===== src/rtl/cdr_sup_pkg.sv =====
package cdr_sup_pkg;

  typedef enum logic {ST_REF = 1'b0, ST_TRACK = 1'b1} cdr_state_e;

  // rounded expected tick count per window; units of 6.48 MHz
  function automatic longint expected_count(int win_log2, int rate, int refsel);
    longint win, ru, rf;
    win = longint'(1) << win_log2;
    case (rate)
      0:       ru = 96;
      1:       ru = 24;
      default: ru = 8;
    endcase
    rf = (refsel != 0) ? 12 : 3;
    return (win * ru + rf / 2) / rf;
  endfunction

endpackage


===== src/rtl/cdr_sync2.sv =====
module cdr_sync2 (
  input  logic clk_i,
  input  logic rst_ni,
  input  logic d_i,
  output logic q_o
);
  logic s1_q, s2_q;

  always_ff @(posedge clk_i or negedge rst_ni) begin
    if (!rst_ni) begin
      s1_q <= 1'b0;
      s2_q <= 1'b0;
    end else begin
      s1_q <= d_i;
      s2_q <= s1_q;
    end
  end

  assign q_o = s2_q;
endmodule


===== src/rtl/cdr_freq_meter.sv =====
module cdr_freq_meter #(
  parameter int unsigned WIN_LOG2 = 15,
  parameter int unsigned INC_W    = 7
) (
  input  logic             clk_i,
  input  logic             rst_ni,
  input  logic             clr_i,
  input  logic [1:0]       rate_sel_i,
  input  logic             ref_sel_i,
  input  logic [INC_W-1:0] rec_inc_i,
  output logic             win_done_o,
  output logic             in_tol_o
);
  localparam int unsigned CW = WIN_LOG2 + INC_W + 1;

  logic [WIN_LOG2-1:0] win_cnt_q;
  logic [CW-1:0]       acc_q, sum, exp_c, tol_c, diff;
  logic [CW-1:0]       exp_tab [8];
  logic [CW-1:0]       tol_tab [8];

  for (genvar g = 0; g < 8; g++) begin : g_tab
    localparam longint EXP = cdr_sup_pkg::expected_count(WIN_LOG2, g % 4, g / 4);
    assign exp_tab[g] = CW'(EXP);
    assign tol_tab[g] = CW'(EXP / 2000);
  end

  assign exp_c      = exp_tab[{ref_sel_i, rate_sel_i}];
  assign tol_c      = tol_tab[{ref_sel_i, rate_sel_i}];
  assign sum        = acc_q + CW'(rec_inc_i);
  assign diff       = (sum >= exp_c) ? sum - exp_c : exp_c - sum;
  assign win_done_o = !clr_i && (&win_cnt_q);
  assign in_tol_o   = (diff <= tol_c);

  always_ff @(posedge clk_i or negedge rst_ni) begin
    if (!rst_ni) begin
      win_cnt_q <= '0;
      acc_q     <= '0;
    end else if (clr_i) begin
      win_cnt_q <= '0;
      acc_q     <= '0;
    end else begin
      win_cnt_q <= win_cnt_q + 1'b1;
      acc_q     <= (&win_cnt_q) ? '0 : sum;
    end
  end
endmodule


===== src/rtl/cdr_lock_fsm.sv =====
module cdr_lock_fsm
  import cdr_sup_pkg::*;
#(
  parameter int unsigned LOCK_WIN = 2
) (
  input  logic clk_i,
  input  logic rst_ni,
  input  logic pd_i,
  input  logic win_done_i,
  input  logic in_tol_i,
  input  logic los_i,
  output logic track_o
);
  localparam int unsigned GW = (LOCK_WIN > 1) ? $clog2(LOCK_WIN) : 1;
  localparam logic [GW-1:0] GOOD_MAX = GW'(LOCK_WIN - 1);

  cdr_state_e    st_q;
  logic [GW-1:0] good_q;

  always_ff @(posedge clk_i or negedge rst_ni) begin
    if (!rst_ni) begin
      st_q   <= ST_REF;
      good_q <= '0;
    end else if (pd_i) begin
      st_q   <= ST_REF;
      good_q <= '0;
    end else begin
      unique case (st_q)
        ST_REF: if (win_done_i) begin
          if (!in_tol_i) begin
            good_q <= '0;
          end else if (good_q == GOOD_MAX && !los_i) begin
            st_q   <= ST_TRACK;
            good_q <= '0;
          end else if (good_q != GOOD_MAX) begin
            good_q <= good_q + 1'b1;
          end
          // count saturates while signal is missing
        end
        ST_TRACK: if (los_i || (win_done_i && !in_tol_i)) begin
          st_q   <= ST_REF;
          good_q <= '0;
        end
      endcase
    end
  end

  assign track_o = (st_q == ST_TRACK);
endmodule


===== src/rtl/cdr_lock_supervisor.sv =====
module cdr_lock_supervisor #(
  parameter int unsigned WIN_LOG2 = 15,
  parameter int unsigned INC_W    = 7,
  parameter int unsigned LOCK_WIN = 2
) (
  input  logic             clk_i,
  input  logic             rst_ni,
  input  logic [INC_W-1:0] rec_inc_i,
  input  logic [1:0]       rate_sel_i,
  input  logic             ref_sel_i,
  input  logic             sd_i,
  input  logic             dlos_i,
  input  logic             dlos_dis_i,
  input  logic             pd_i,
  input  logic             data_i,
  output logic             loop_sel_o,
  output logic             lol_o,
  output logic             data_o
);
  logic sd_s, los, win_done, in_tol, track;

  cdr_sync2 u_sd_sync (
    .clk_i (clk_i),
    .rst_ni(rst_ni),
    .d_i   (sd_i),
    .q_o   (sd_s)
  );

  assign los = !sd_s || (dlos_i && !dlos_dis_i);

  cdr_freq_meter #(
    .WIN_LOG2(WIN_LOG2),
    .INC_W   (INC_W)
  ) u_meter (
    .clk_i     (clk_i),
    .rst_ni    (rst_ni),
    .clr_i     (pd_i),
    .rate_sel_i(rate_sel_i),
    .ref_sel_i (ref_sel_i),
    .rec_inc_i (rec_inc_i),
    .win_done_o(win_done),
    .in_tol_o  (in_tol)
  );

  cdr_lock_fsm #(
    .LOCK_WIN(LOCK_WIN)
  ) u_fsm (
    .clk_i     (clk_i),
    .rst_ni    (rst_ni),
    .pd_i      (pd_i),
    .win_done_i(win_done),
    .in_tol_i  (in_tol),
    .los_i     (los),
    .track_o   (track)
  );

  assign loop_sel_o = track;
  assign lol_o      = !track;
  assign data_o     = data_i && !los && !pd_i;
endmodule


===== config.mk =====
export PLATFORM = sky130hd
export DESIGN_NAME = cdr_lock_supervisor
export DESIGN_NICKNAME = d
export VERILOG_FILES = /design/src/rtl/cdr_sup_pkg.sv /design/src/rtl/cdr_sync2.sv /design/src/rtl/cdr_freq_meter.sv /design/src/rtl/cdr_lock_fsm.sv /design/src/rtl/cdr_lock_supervisor.sv
export SDC_FILE = /design/constraint.sdc
export NUM_CORES = 1
export LEC_CHECK = 0
export BUFFER_PORTS_ARGS = -buffer_cell sky130_fd_sc_hd__buf_2
export CAP_MARGIN = 20
export CORE_UTILIZATION = 57
export DETAILED_ROUTE_END_ITERATION = 8
export PLACE_DENSITY = 0.88
export SLEW_MARGIN = 30
export SYNTH_ARGS = -nofsm -noshare
export SYNTH_HDL_FRONTEND = slang
export SYNTH_SLANG_ARGS = --single-unit

===== constraint.sdc =====
create_clock -name clk_i -period 6.2 [get_ports clk_i]
set_clock_uncertainty 0.1 [all_clocks]
set_input_delay 1.24 -clock clk_i [delete_from_list [all_inputs] [get_ports clk_i]]
set_output_delay 1.24 -clock clk_i [all_outputs]
set_load 0.1 [all_outputs]

# After elaboration in Yosys (flattened, before gate mapping)
# Memory sizes are Yosys's and may differ from the RTL's.
# Cells that the tools add are included.
[word_totals] mem_count=2 in_bits=17 register_bits=42 latch_bits=0 romBits=368 output_inout_bits=3 ram_bits=0
[op_classes] eq_ne=2 n_bitwise=2 n_addsub=5 mul=0 mux=21 shift=0 n_div=0 order_cmp=3 n_reduce_logical=16
[mem_list] memory="(no name shown)" depth=8 word_bits=23 read_ports=1 rd_clocked_by_memory_dff=0 write_ports=0 line="cdr_freq_meter.sv:27" source="assign exp_c = exp_tab[{ref_sel_i, rate_sel_i}];"
[mem_list] memory="(no name shown)" depth=8 word_bits=23 read_ports=1 rd_clocked_by_memory_dff=0 write_ports=0 line="cdr_freq_meter.sv:28" source="assign tol_c = tol_tab[{ref_sel_i, rate_sel_i}];"
[op_table] op="23-bit 2-to-1 mux" count=7
[op_table] op="23-bit subtractor" count=2
[op_table] op="23-bit by 7-bit adder with 23-bit output" count=1
[op_table] op="23-bit >= comparator" count=1
[op_table] op="23-bit less-or-equal comparator" count=1
[op_table] op="15-bit by 1-bit adder with 15-bit output, second input constant" count=1
[op_table] op="15-bit 2-to-1 mux" count=1
[op_table] op="15-bit AND reduction" count=1
[op_table] op="1-bit 2-to-1 mux" count=11
[op_table] op="1-bit logical AND" count=6
[op_table] op="1-bit zero test" count=6
[op_table] op="4-bit >= comparator, second input constant" count=1
[op_table] op="3-bit inverter with 4-bit output" count=1
[op_table] op="1-bit one-hot mux with 2 select lines" count=2
[op_table] op="3-bit by 2-bit inequality test with 1-bit output, second input constant" count=1
[op_table] op="3-bit inequality test, second input constant" count=1
[op_table] op="1-bit logical OR" count=2
[op_table] op="2-bit AND reduction" count=1
[op_table] op="1-bit adder, second input constant" count=1
[op_table] op="1-bit inverter" count=1

# Longest topological paths before layout
[depth] depth_word=13 ltp_mapped=31 depth_no_buf=29

# Hierarchy
# A second synthesis with hierarchy kept.
[hier_totals] hier_cells=566 area_unflattened_um2=4518.1
[by_module_without_submodules] mod="cdr_freq_meter" seq_area_each_um2=950.9 instances=1 area_each_um2=4327.9 cells_each=550
[by_module_without_submodules] mod="cdr_lock_fsm" seq_area_each_um2=50.0 instances=1 area_each_um2=112.6 cells_each=9
[by_module_without_submodules] mod="cdr_sync2" seq_area_each_um2=50.0 instances=1 area_each_um2=50.0 cells_each=2
[by_module_without_submodules] mod="cdr_lock_supervisor" seq_area_each_um2=0.0 instances=1 area_each_um2=27.5 cells_each=5

# Worst setup path before layout
# No wires, ideal clock.
[synth_timing] path_kind="in2reg" startpoint="in rec_inc_i[0]" endpoint="reg u_fsm.good_q" path_slack_ns=-0.871 cell_stages=31 setup_ns=0.092 n_path_buf=3 arrival_time_ns=6.879 cell_sequence="ha_1 > fa_1 > a211oi_1 > o311a_1 > nor2_1 > nand3_1 > xor2_1 > inv_1 > ha_1 > clkbuf_1 > nand2_1 > mux2i_1 > nand3_1 > o31ai_2 > a21oi_4 > nand2_2 > buf_4 > clkbuf_1 > nor2_1 > a21oi_1 > ha_1 > nor2b_1 > o21ai_0 > nand2b_1 > a21o_1 > nor3_1 > o211ai_1 > and3_1 > o31ai_1 > a21oi_1 > o31ai_2"
[synth_via] elab_chain_cells=9
[synth_lines] element="start: declaration" line="cdr_lock_supervisor.sv:8" source="input logic [INC_W-1:0] rec_inc_i,"
[synth_lines] element="23-bit by 7-bit adder with 23-bit output *" line="cdr_freq_meter.sv:29" source="assign sum = acc_q + CW'(rec_inc_i);"
[synth_lines] element="23-bit subtractor / 23-bit >= comparator (equally long branches)" line="cdr_freq_meter.sv:30" source="assign diff = (sum >= exp_c) ? sum - exp_c : exp_c - sum;"
[synth_lines] element="23-bit 2-to-1 mux *" line="cdr_freq_meter.sv:30"
[synth_lines] element="23-bit less-or-equal comparator *" line="cdr_freq_meter.sv:32" source="assign in_tol_o = (diff <= tol_c);"
[synth_lines] element="1-bit zero test"
[synth_lines] element="1-bit logical AND" line="cdr_lock_fsm.sv:40" source="ST_TRACK: if (los_i || (win_done_i && !in_tol_i)) begin"
[synth_lines] element="1-bit logical OR" line="cdr_lock_fsm.sv:40"
[synth_lines] element="3-bit inequality test (no line)"
[synth_lines] element="2-bit AND reduction (no line)"
[synth_lines] element="end signal: assignment" line="cdr_lock_fsm.sv:36" source="good_q <= good_q + 1'b1;"
[synth_lines] element="end: declaration" line="cdr_lock_fsm.sv:18" source="logic [GW-1:0] good_q;"
# Mark *: on every way between the ends. The rest lies on a longest branch, timed or not. The select of a mux whose other input is x is not followed.
# A chain may end at the register's enable or synchronous reset.

# Worst setup path after layout
# Ends and elaborated chain as after synthesis.

==> impl_metrics.ini <==
[run_status]
outcome = complete, but fails checks
failed_checks = setup timing

[clock_tree]
clk_transition_reported_paths_ns = 0.09
worst_skew_pair.late_latency_ns = 0.30
cts_made_buffers = 5
htree_num_levels = 2
count_of_clock_tree_sinks = 42
clk_root_buf = sky130_fd_sc_hd__clkbuf_8
cts_hold_buf = 0
cts_tree = done
ctsLongestPathBuffers = 2

[global_route]
grt_pass1_wl_um = 24790
gr-usage-all-layers_pct = 37.80
grt.overflow.total = 0
grt_start_max_net_pins = 43
grt_antenna_before_repair = 0
first_global_vias = 5042

[setup_path]
path_max_fanout = 7
startpoint_type = input pin
rrSetupSlack_ns = 0.21
timing.critical_path.buf_inv = 4
critPathSlowestCell = sky130_fd_sc_hd__fa_2
cpLargestDelayFamily = compound AO/OA/AOI/OAI gates
crit_path_most_repeated_cell = sky130_fd_sc_hd__a21oi_2
timing.setup.critical_path_class = input pin to flop
timing.rr.end = u_fsm.good_q
cell_depth_of_the_worst_flop_to_flop_path = 31
endpoint_kind = flop
worst_ep_required_time_ns = 6.32
worst_path_arrival_time_ns = 6.72
max_stage_delay_ns = 0.42
crit-reg2reg-launch = u_meter.acc_q[0]

[yosys]
yosysSeqAreaShare_pct = 23.10
mapped_nets = 601
synthArstFlopShare_pct = 100.0
synth_top_flop_cell = sky130_fd_sc_hd__dfrtp_1
postSynthAreaPerCell_um2 = 8.334
synth_enable_flop_cells = 0
synth_cell_types = 82
ys_seq_elements = 42
synth.cell_area_um2 = 4551
synthesis.yosys.warnings = 0
postSynthCellCount = 546

[timing]
holdWs_ns = 0.2598
finalCritPeriodShare_pct = 106.4
hold_viol_final = 0
timing.final.crit_period_ns = 6.597
report.final.slew_viol_count = 0
tightest_slew_ns = 0.8725
final-setup-viol-count = 2
maxClockFrequency_ghz = 0.1516
rsz_0062_raised_after_global_routing = true
timing.max_slew.rel_slack_pct = 41.83
timing.final.ws_setup_ns = -0.3966

[die]
dieWidth_um = 91.35
io_pins = 20
die-height_um = 91.35
core_area_um2 = 7727
row_count = 32
die_area_um2 = 8345
floorplan.initialDensity_pct = 58.89

[cells_and_area]
footprint_of_the_multi_input_gates_um2 = 3587
finalNonFillerCells = 769
final_net_count = 721
antenna_cells_inserted = 0
filler_cell_count = 500
final_cell_mix = sky130_fd_sc_hd__buf_4 (111), sky130_fd_sc_hd__nor2_1 (64), sky130_fd_sc_hd__dfrtp_1 (42)
synthToLayoutAreaGrowth_pct = 30.38
final_layout_size_suffix_gt1_share_pct = 31.48
mostFrequentLayoutCell = sky130_fd_sc_hd__buf_4
register_area_um2 = 1051

[detailed_routing]
final_antenna_net_count = 0
avgRoutedWirePerCell_um = 20.19
post-route-drc-count = 0
wirelength_um = 15530
routed_via_density = 6.475
dr_total_vias = 4979
firstDrtPassIters = 6
dr.first_iter.drc_count = 553

[placed_design]
place.port_buffers = 19
final_weighted_congestion_in_routability_driven_placement = 0.9884
placed_cells = 746
hpwl_um = 11180

[power]
power_leakage_nw = 2.700
power.density_cell_area_nw_per_um2 = 320.1
peak_supply_drop_v = 0.0003206

[hold_path]
worstHoldStart = u_sd_sync.s1_q
holdPathEnd = u_sd_sync.q_o
hold_path_depth = 0
worst_min_delay_path_class = flop to flop

[flow_run]
max_cap_violations = 0
## power breakdown
part	leakage, nW	internal (mW)	switching (mW)
Combinational	2.08	0.644	0.762
Clock	0.0482	0.0900	0.0953
Sequential	0.571	0.292	0.0163
## final cells by class
class	count	share of cell area [%]
Sequential cell	42	17.71
Timing Repair Buffer	131	16.05
Inverter	33	2.088
Clock inverter	1	0.08435
Tap cell	102	2.151
Clock buffer	7	1.455
Multi-Input combinational cell	453	60.46
## Yosys cell counts (all sizes together), types with 12 or more instances
master	count	area, µm²
nor3	14	80.08
o21ai	18	97.60
inv	33	123.9
dfrtp	42	1051
nand2	35	133.9
xnor2	32	287.8
ha	37	462.9
o211ai	12	95.09
nand3	17	85.08
nor2	66	247.7
a21oi	31	177.7
xor2	19	166.4
## how the worst max path moves through the flow
stage / start / to / slack [ns] / depth (start not counted)
2_1_floorplan: rec_inc_i[0] / u_fsm.good_q / -0.48 / 30
3_3_place_gp: rec_inc_i[0] / u_fsm.good_q / -0.52 / 31
3_5_place_dp: rec_inc_i[0] / u_fsm.good_q / -0.80 / 32
4_1_cts: rec_inc_i[0] / u_fsm.track_o / -0.14 / 30
5_1_grt: rec_inc_i[0] / u_fsm.track_o / -0.57 / 32
6_report: rec_inc_i[0] / u_fsm.good_q / -0.40 / 32
## cells by family after synthesis
| group | after synthesis | share of synthesized area, % |
|---|---|---|
| DFF | 42 | 23.10 |
| and+or+nand+nor | 209 | 23.26 |
| adders and majority gates | 38 | 10.61 |
| AOI/OAI and AO/OA | 141 | 24.83 |
| muxes | 13 | 2.997 |
| xor gates and xnor gates | 52 | 10.48 |
| buffers and inverters | 51 | 4.729 |
## flip-flops by register name, indices dropped and copies added, names as in the netlist
| name | flops |
|---|---|
| u_meter.win_cnt_q | 15 |
| u_meter.acc_q | 23 |
| u_sd_sync.s1_q | 1 |
| u_fsm.track_o | 1 |
| u_sd_sync.q_o | 1 |
| u_fsm.good_q | 1 |
## layer usage
layer  up-vias  wire length (µm)  track usage, %
met4         0               698           16.40
li1       2225                 -               -
met3        74              1443           5.444
met2       297              7328           64.52
met1      2383              6057           47.52
met5         -                 0               0
## timing repair
action,4_1_cts,5_1_grt
buffers inserted,11,4
setup endpoints to repair,2,2
pin swaps,34,23
resized for setup,26,18
cloned,0,0
## through the flow
step                      cell area (µm²)  util [%]  power (mW)  TNS, ns  setup slack, ns
after global placement               5492     71.07       1.359   -1.029          -0.5224
after global routing                 5933     76.78       1.988   -1.145          -0.5746
after detailed placement             5492     71.07       1.401   -1.591          -0.8024
final                                5933     76.78       1.899  -0.7909          -0.3966
after floorplan                      4647         -       1.029  -0.8875          -0.4808
after CTS                            5801     75.06       1.732  -0.2566          -0.1400
(Power assumes the default switching activity.)
